`src/rtl/alu8_pkg.sv`:
```
// Package: shared operation encoding and flag bit positions for the
// eight-bit ALU with condition code register. Assumes an 8-bit register.
package alu8_pkg;

    typedef enum logic [2:0] {
        OP_ADD  = 3'd0,
        OP_ADC  = 3'd1,
        OP_SUB  = 3'd2,
        OP_SBC  = 3'd3,
        OP_AND  = 3'd4,
        OP_OR   = 3'd5,
        OP_XOR  = 3'd6,
        OP_PASS = 3'd7
    } alu_op_e;

    // Flag positions inside the condition code register (fixed order)
    localparam int CC_S = 7;
    localparam int CC_X = 6;
    localparam int CC_H = 5;
    localparam int CC_I = 4;
    localparam int CC_N = 3;
    localparam int CC_Z = 2;
    localparam int CC_V = 1;
    localparam int CC_C = 0;

    localparam int          CC_BITS  = 8;
    localparam logic [7:0]  CC_RESET = 8'hD0;

    // Bits any ALU operation may touch; control bits are never in here
    localparam logic [7:0] MASK_ADD   = 8'b0010_1111;
    localparam logic [7:0] MASK_SUB   = 8'b0000_1111;
    localparam logic [7:0] MASK_LOGIC = 8'b0000_1110;

endpackage

```
`src/rtl/alu8_arith.sv`:
```
// Module: adder/subtractor core. Subtraction is done as A + ~B + ~borrow,
// so the raw carry out is the inverse of the borrow. Produces the result,
// carry/borrow, signed overflow and the carry out of the low half.
// Assumes WIDTH is even and at least 4.
module alu8_arith #(
    parameter int WIDTH = 8
) (
    input  logic [WIDTH-1:0] a,
    input  logic [WIDTH-1:0] b,
    input  logic             is_sub,
    input  logic             use_cin,
    input  logic             cin,
    output logic [WIDTH-1:0] res,
    output logic             c_out,
    output logic             v_out,
    output logic             h_out
);
    localparam int HALF = WIDTH / 2;
    localparam int MSB  = WIDTH - 1;

    logic [WIDTH-1:0] b_eff;
    logic             c_in_eff;
    logic [WIDTH:0]   full;
    logic [HALF:0]    low;

    // Form the effective second operand and carry in for add or subtract
    always_comb begin
        b_eff    = is_sub ? ~b : b;
        c_in_eff = is_sub ? ~(use_cin & cin) : (use_cin & cin);
    end

    // Full-width sum and the low-half sum for the half-carry
    always_comb begin
        full = {1'b0, a} + {1'b0, b_eff} + {{WIDTH{1'b0}}, c_in_eff};
        low  = {1'b0, a[HALF-1:0]} + {1'b0, b_eff[HALF-1:0]}
             + {{HALF{1'b0}}, c_in_eff};
    end

    // Flag outputs: borrow is the inverted carry on subtract
    always_comb begin
        res   = full[WIDTH-1:0];
        c_out = is_sub ? ~full[WIDTH] : full[WIDTH];
        v_out = (a[MSB] == b_eff[MSB]) && (full[MSB] != a[MSB]);
        h_out = low[HALF];
    end

endmodule

```
`src/rtl/alu8_logic.sv`:
```
// Module: bitwise unit. sel picks AND, OR, XOR or pass-through of A.
// Assumes sel is the low two bits of the operation code.
module alu8_logic #(
    parameter int WIDTH = 8
) (
    input  logic [WIDTH-1:0] a,
    input  logic [WIDTH-1:0] b,
    input  logic [1:0]       sel,
    output logic [WIDTH-1:0] res
);
    // Select the bitwise function
    always_comb begin
        case (sel)
            2'd0:    res = a & b;
            2'd1:    res = a | b;
            2'd2:    res = a ^ b;
            default: res = a;
        endcase
    end

endmodule

```
`src/rtl/alu8_ccr.sv`:
```
// Module: condition code register. A full write has priority over a masked
// flag update; bits outside the mask keep their value. Synchronous
// active-low reset to CC_RESET.
module alu8_ccr
    import alu8_pkg::*;
(
    input  logic               clk,
    input  logic               rst_n,
    input  logic               we,
    input  logic [CC_BITS-1:0] wdata,
    input  logic               upd,
    input  logic [CC_BITS-1:0] upd_mask,
    input  logic [CC_BITS-1:0] upd_val,
    output logic [CC_BITS-1:0] ccr_q
);
    logic [CC_BITS-1:0] ccr_d;

    // Next-state selection: reset, write, masked update, hold
    always_comb begin
        if (we)
            ccr_d = wdata;
        else if (upd)
            ccr_d = (ccr_q & ~upd_mask) | (upd_val & upd_mask);
        else
            ccr_d = ccr_q;
    end

    // Register the flags
    always_ff @(posedge clk) begin
        if (!rst_n)
            ccr_q <= CC_RESET;
        else
            ccr_q <= ccr_d;
    end

    // no write and no update means the register holds
    p_hold_idle_r9: assert property (@(posedge clk) disable iff (!rst_n)
        (!we && !upd) |=> $stable(ccr_q));

    // control bits move only by a write
    p_ctl_stable_r10: assert property (@(posedge clk) disable iff (!rst_n)
        !we |=> ($stable(ccr_q[CC_S]) && $stable(ccr_q[CC_X]) && $stable(ccr_q[CC_I])));

    // a write loads every bit, even with an update pending
    p_write_load_r10: assert property (@(posedge clk) disable iff (!rst_n)
        we |=> (ccr_q == $past(wdata)));

endmodule

```
`src/rtl/alu8_flagged.sv`:
```
// Module: top of the eight-bit ALU with condition code register. Routes
// operands to the arithmetic or logic unit, selects the result and builds
// the per-operation flag mask. Assumes op_sel encoding from alu8_pkg.
module alu8_flagged
    import alu8_pkg::*;
#(
    parameter int WIDTH = 8
) (
    input  logic             clk,
    input  logic             rst_n,
    input  logic [WIDTH-1:0] opnd_a,
    input  logic [WIDTH-1:0] opnd_b,
    input  logic [2:0]       op_sel,
    input  logic             flag_en,
    input  logic             ccr_we,
    input  logic [7:0]       ccr_wdata,
    output logic [WIDTH-1:0] result,
    output logic [7:0]       ccr
);
    localparam int MSB = WIDTH - 1;

    alu_op_e          op_e;
    logic             is_arith;
    logic             is_sub;
    logic             use_cin;
    logic [WIDTH-1:0] arith_res;
    logic [WIDTH-1:0] logic_res;
    logic             c_new;
    logic             v_new;
    logic             h_new;
    logic [7:0]       upd_mask;
    logic [7:0]       upd_val;

    // Decode the operation class
    always_comb begin
        op_e     = alu_op_e'(op_sel);
        is_arith = !op_sel[2];
        is_sub   = (op_e == OP_SUB) || (op_e == OP_SBC);
        use_cin  = (op_e == OP_ADC) || (op_e == OP_SBC);
    end

    alu8_arith #(.WIDTH(WIDTH)) u_arith (
        .a       (opnd_a),
        .b       (opnd_b),
        .is_sub  (is_sub),
        .use_cin (use_cin),
        .cin     (ccr[CC_C]),
        .res     (arith_res),
        .c_out   (c_new),
        .v_out   (v_new),
        .h_out   (h_new)
    );

    alu8_logic #(.WIDTH(WIDTH)) u_logic (
        .a   (opnd_a),
        .b   (opnd_b),
        .sel (op_sel[1:0]),
        .res (logic_res)
    );

    // Result select
    always_comb begin
        result = is_arith ? arith_res : logic_res;
    end

    // Flag values and the mask of flags this operation may write
    always_comb begin
        upd_val        = '0;
        upd_val[CC_N]  = result[MSB];
        upd_val[CC_Z]  = (result == '0);
        upd_val[CC_V]  = is_arith ? v_new : 1'b0;
        upd_val[CC_C]  = c_new;
        upd_val[CC_H]  = h_new;
        if (!is_arith)
            upd_mask = MASK_LOGIC;
        else if (is_sub)
            upd_mask = MASK_SUB;
        else
            upd_mask = MASK_ADD;
    end

    alu8_ccr u_ccr (
        .clk      (clk),
        .rst_n    (rst_n),
        .we       (ccr_we),
        .wdata    (ccr_wdata),
        .upd      (flag_en),
        .upd_mask (upd_mask),
        .upd_val  (upd_val),
        .ccr_q    (ccr)
    );

    // Z tracks a zero result after an update
    p_zero_flag_r4: assert property (@(posedge clk) disable iff (!rst_n)
        (flag_en && !ccr_we) |=> (ccr[CC_Z] == ($past(result) == '0)));

    // logic operations clear V and keep C and H
    p_logic_flags_r8: assert property (@(posedge clk) disable iff (!rst_n)
        (flag_en && !ccr_we && op_sel[2]) |=>
            (!ccr[CC_V] && $stable(ccr[CC_C]) && $stable(ccr[CC_H])));

    // plain subtract borrows exactly when B exceeds A
    p_sub_borrow_r6: assert property (@(posedge clk) disable iff (!rst_n)
        (flag_en && !ccr_we && op_sel == 3'd2) |=>
            (ccr[CC_C] == ($past(opnd_b) > $past(opnd_a))));

    // subtracts leave H alone
    p_sub_keeps_h_r7: assert property (@(posedge clk) disable iff (!rst_n)
        (flag_en && !ccr_we && op_sel[2:1] == 2'b01) |=> $stable(ccr[CC_H]));

endmodule

```
`config.mk`:
```
export PLATFORM = sky130hd
export DESIGN_NAME = alu8_flagged
export DESIGN_NICKNAME = d
export VERILOG_FILES = /design/src/rtl/alu8_pkg.sv /design/src/rtl/alu8_arith.sv /design/src/rtl/alu8_logic.sv /design/src/rtl/alu8_ccr.sv /design/src/rtl/alu8_flagged.sv
export SDC_FILE = /design/constraint.sdc
export NUM_CORES = 1
export LEC_CHECK = 0
export ABC_AREA = 1
export BUFFER_PORTS_ARGS = -buffer_cell sky130_fd_sc_hd__buf_2
export CORE_MARGIN = 5
export CORE_UTILIZATION = 35
export CTS_BUF_LIST = sky130_fd_sc_hd__clkbuf_16
export DETAILED_ROUTE_END_ITERATION = 10
export PLACE_DENSITY_LB_ADDON = 0.12
export SLEW_MARGIN = 20
export SYNTH_ARGS = -nofsm -noshare
export SYNTH_HDL_FRONTEND = slang
export SYNTH_SLANG_ARGS = --single-unit
export TNS_END_PERCENT = 100
```
`constraint.sdc`:
```
create_clock -name clk -period 4.1 [get_ports clk]
set_clock_uncertainty 0.2 [all_clocks]
set_input_delay 0 -clock clk [delete_from_list [all_inputs] [get_ports clk]]
set_output_delay 0 -clock clk [all_outputs]
set_load 0.02 [all_outputs]
```
==> impl_metrics.py <==
metrics = {
    "synthesis": {
        "ys_warn_count": 0,
        "async_reset_ff_frac": 0,
        "synth-edff-count": 0,
        "ys_ff_latch": 8,
        "syn-cell-area_mm2": 0.001488,
        "synth_top_area_cell": "ha_1",
        "ys_types": 31,
        "ys_seq_area_frac": 0.1077,
        "syn_area_per_cell_um2": 6.277,
        "synth_ff_type": "dfxtp_1",
        "synth_top_area_share": 0.1934,
        "synthTopCellsByArea": "ha_1 19%, nand2_1 17%, dfxtp_1 11%",
        "syn_nets": 293,
        "syn_inst": 237,
    },
    "timing": {
        "fmax_ghz": 0.3124,
        "setup_viol": 0,
        "rsz0062_at_grt": "false",
        "hold_viol": 0,
        "tns_ps": 0,
        "fin_crit_sh": 0.7806,
        "min_period_ps": 3201,
        "relSlewSlack": 0.7339,
        "slew_violations": 0,
        "worstMarginPinSlew_ps": 398.7,
    },
    "clock_network": {
        "cts_tree": "done",
        "cts.sinks": 8,
        "clock_insertion_delay_worst_skew_ps": 230,
        "post_cts_resized": 0,
        "path_clk_slew_ps": 40,
        "h-tree-depth": 1,
        "clock-root-buffer": "clkbuf_16",
        "postCtsSetupRepairBufs": 0,
        "cts_buffers": 3,
        "postCtsHoldBufs": 22,
        "cts_max_path_buffers": 2,
    },
    "global_routing": {
        "grt_pass1_vias": 1605,
        "grt_pass1_wl_um": 7238,
        "antenna_found_initial": 0,
        "grt_max_degree": 13,
        "grtUsageTotal": 0.1628,
        "overflow": 0,
    },
    "place": {
        "io_buffers": 46,
        "gp_congestion": 0.8679,
        "post-dp-hpwl_um": 3370,
        "placed_cells": 328,
    },
    "worst_setup_path": {
        "max_stage_delay_ps": 550,
        "path_max_fanout": 4,
        "regToRegSetupSlack_ps": 900,
        "cpMaxStageDelayCell": "dlygate4sd3_1",
        "cp.arrival_ps": 3170,
        "reg2reg_depth": 15,
        "startpoint_type": "flop",
        "crit_path_end_kind": "flop",
        "critical_path_required_ps": 4070,
        "crit_chain": "inv_1 > o21ai_0 > nand3_1 > fa_1 > fa_1 > inv_1 > nand3_1 > nand2_1 > nand2_1 > nand3_1 > nand3_1 > o21ai_1 > nand3_1 > a21oi_2 > dlygate4sd3_1",
        "crit_type": "reg -> reg",
        "cpMostUsedCell": "nand3_1",
        "r2r-end": "u_ccr.ccr_q[2]",
    },
    "route": {
        "wire_per_inst_um": 12.41,
        "drcViolationCount": 0,
        "vias": 1662,
        "drt-initial-drc-count": 79,
        "antenna_left": 0,
        "first_pass_iters": 4,
        "drt-total-wl_um": 4379,
        "viasPerCell": 4.708,
    },
    "power": {
        "worst_ir_drop_vdd_mv": 0.1427,
        "leakagePower_nw": 1.128,
        "cellPowerDensity_mw_per_mm2": 248.9,
    },
    "status": {
        "status": "complete, no violations",
    },
    "floorplan": {
        "dieWidth_um": 75.20,
        "die_h_um": 75.20,
        "die-area_mm2": 0.005654,
        "initial_core_util": 0.3666,
        "core_mm2": 0.004058,
        "io_pins": 47,
        "fp-row-count": 23,
    },
    "min_path": {
        "hold_path.class": "in -> out",
        "whs_path_depth": 6,
        "min_from": "opnd_a[2]",
        "hold_end": "result[2]",
    },
    "final_layout": {
        "fill_cells": 411,
        "num-nets-final": 361,
        "syn_to_final_growth_pct": 36.92,
        "instances_no_fill": 353,
        "diodes": 0,
        "drive_gt1_frac": 0.2310,
    },
    "run": {
        "cap_violations": 0,
    },
}
[cell usage after synthesis, types with 2 or more instances]
cell type	instances
inv_1	35
inv_2	3
a22oi_1	2
o21ai_0	4
fa_1	2
or2_2	2
nor2_2	4
nand3_1	22
a21oi_2	2
nand4_1	2
o21ai_1	5
dfxtp_1	8
nand2_2	5
nand2_1	66
xor2_1	8
buf_6	2
or2_1	2
nor2_1	14
o211ai_1	6
a21oi_1	7
ha_1	23
a31oi_1	3
nand3_2	2
[per-layer routing]
metal	global-route usage	vias up	wire, µm
li1	-	892	-
met1	0.2121	738	2045
met2	0.3046	30	2166
met3	0.01202	2	163
met4	0.01165	0	4
met5	0	-	0
[cell type report]
cell class,instances,area (µm²),area share
multi-input combinational,185,1137,0.5584
timing repair buffer,68,450.4,0.2211
sequential,8,160.2,0.07862
inverter,39,151.4,0.07432
clock buffer,3,75.07,0.03686
tap,50,62.56,0.03071
[cell families (layout without fill, tap and decap cells)]
| family | after synthesis | count (layout) | share of synthesized area |
|---|---|---|---|
| and+or+nand+nor | 122 | 122 | 0.3726 |
| adders and majority gates | 25 | 25 | 0.2204 |
| AOI/OAI and AO/OA | 29 | 29 | 0.1186 |
| DFF | 8 | 8 | 0.1077 |
| xor gates and xnor gates | 9 | 9 | 0.05299 |
| buffers and inverters | 44 | 110 | 0.1278 |
[critical path, delay by kind of cell (launching register included)]
kind                       cells  cell delay [ps]
and+or+nand+nor                7              730
DFF                            1              350
AOI/OAI and AO/OA              3              380
adders and majority gates      2              790
buffers and inverters          3              700
[how the worst max path moves through the flow]
stage	startpoint	to	slack [ps]	cells after the start
floorplan	flop	u_ccr.ccr_q[2]	1610	12
global placement	op_sel[1]	u_ccr.ccr_q[2]	1440	15
detailed placement	op_sel[1]	u_ccr.ccr_q[2]	1390	15
CTS	flop	u_ccr.ccr_q[2]	930	15
global route	flop	u_ccr.ccr_q[2]	580	15
finish	flop	u_ccr.ccr_q[2]	900	15
[where the power goes]
part | internal [mW] | total, mW | leakage, nW | switching, mW
clock | 0.126 | 0.165 | 0.0370 | 0.0393
combinational | 0.102 | 0.255 | 1.02 | 0.154
sequential | 0.0835 | 0.0865 | 0.0663 | 0.00296
[metrics by stage]
step / power (mW) / setup WS, ps / instance area [µm²] / util / hold WS, ps
2_1_floorplan: 0.2575 / 1610 / 1488 / - / -115.8
3_3_place_gp: 0.3259 / 1442 / 1742 / 0.4292 / 17.94
3_5_place_dp: 0.3259 / 1395 / 1742 / 0.4292 / 24.07
4_1_cts: 0.5077 / 927.2 / 2037 / 0.5020 / 326.5
5_1_grt: 0.5492 / 578.0 / 2037 / 0.5020 / 354.7
6_report: 0.5070 / 899.3 / 2037 / 0.5020 / 318.3
[layout by cell type (no fill, tap or decap), drive strengths merged, types with 4 or more instances in the layout]
cell         instances
ha                  23
or2                  4
dlygate4sd3         22
dfxtp                8
nand3               24
o21ai                9
inv                 39
xor2                 8
nor2                19
nand2               72
buf                 46
o211ai               6
a21oi                9
Note: power is estimated with default switching activity, not from simulation.
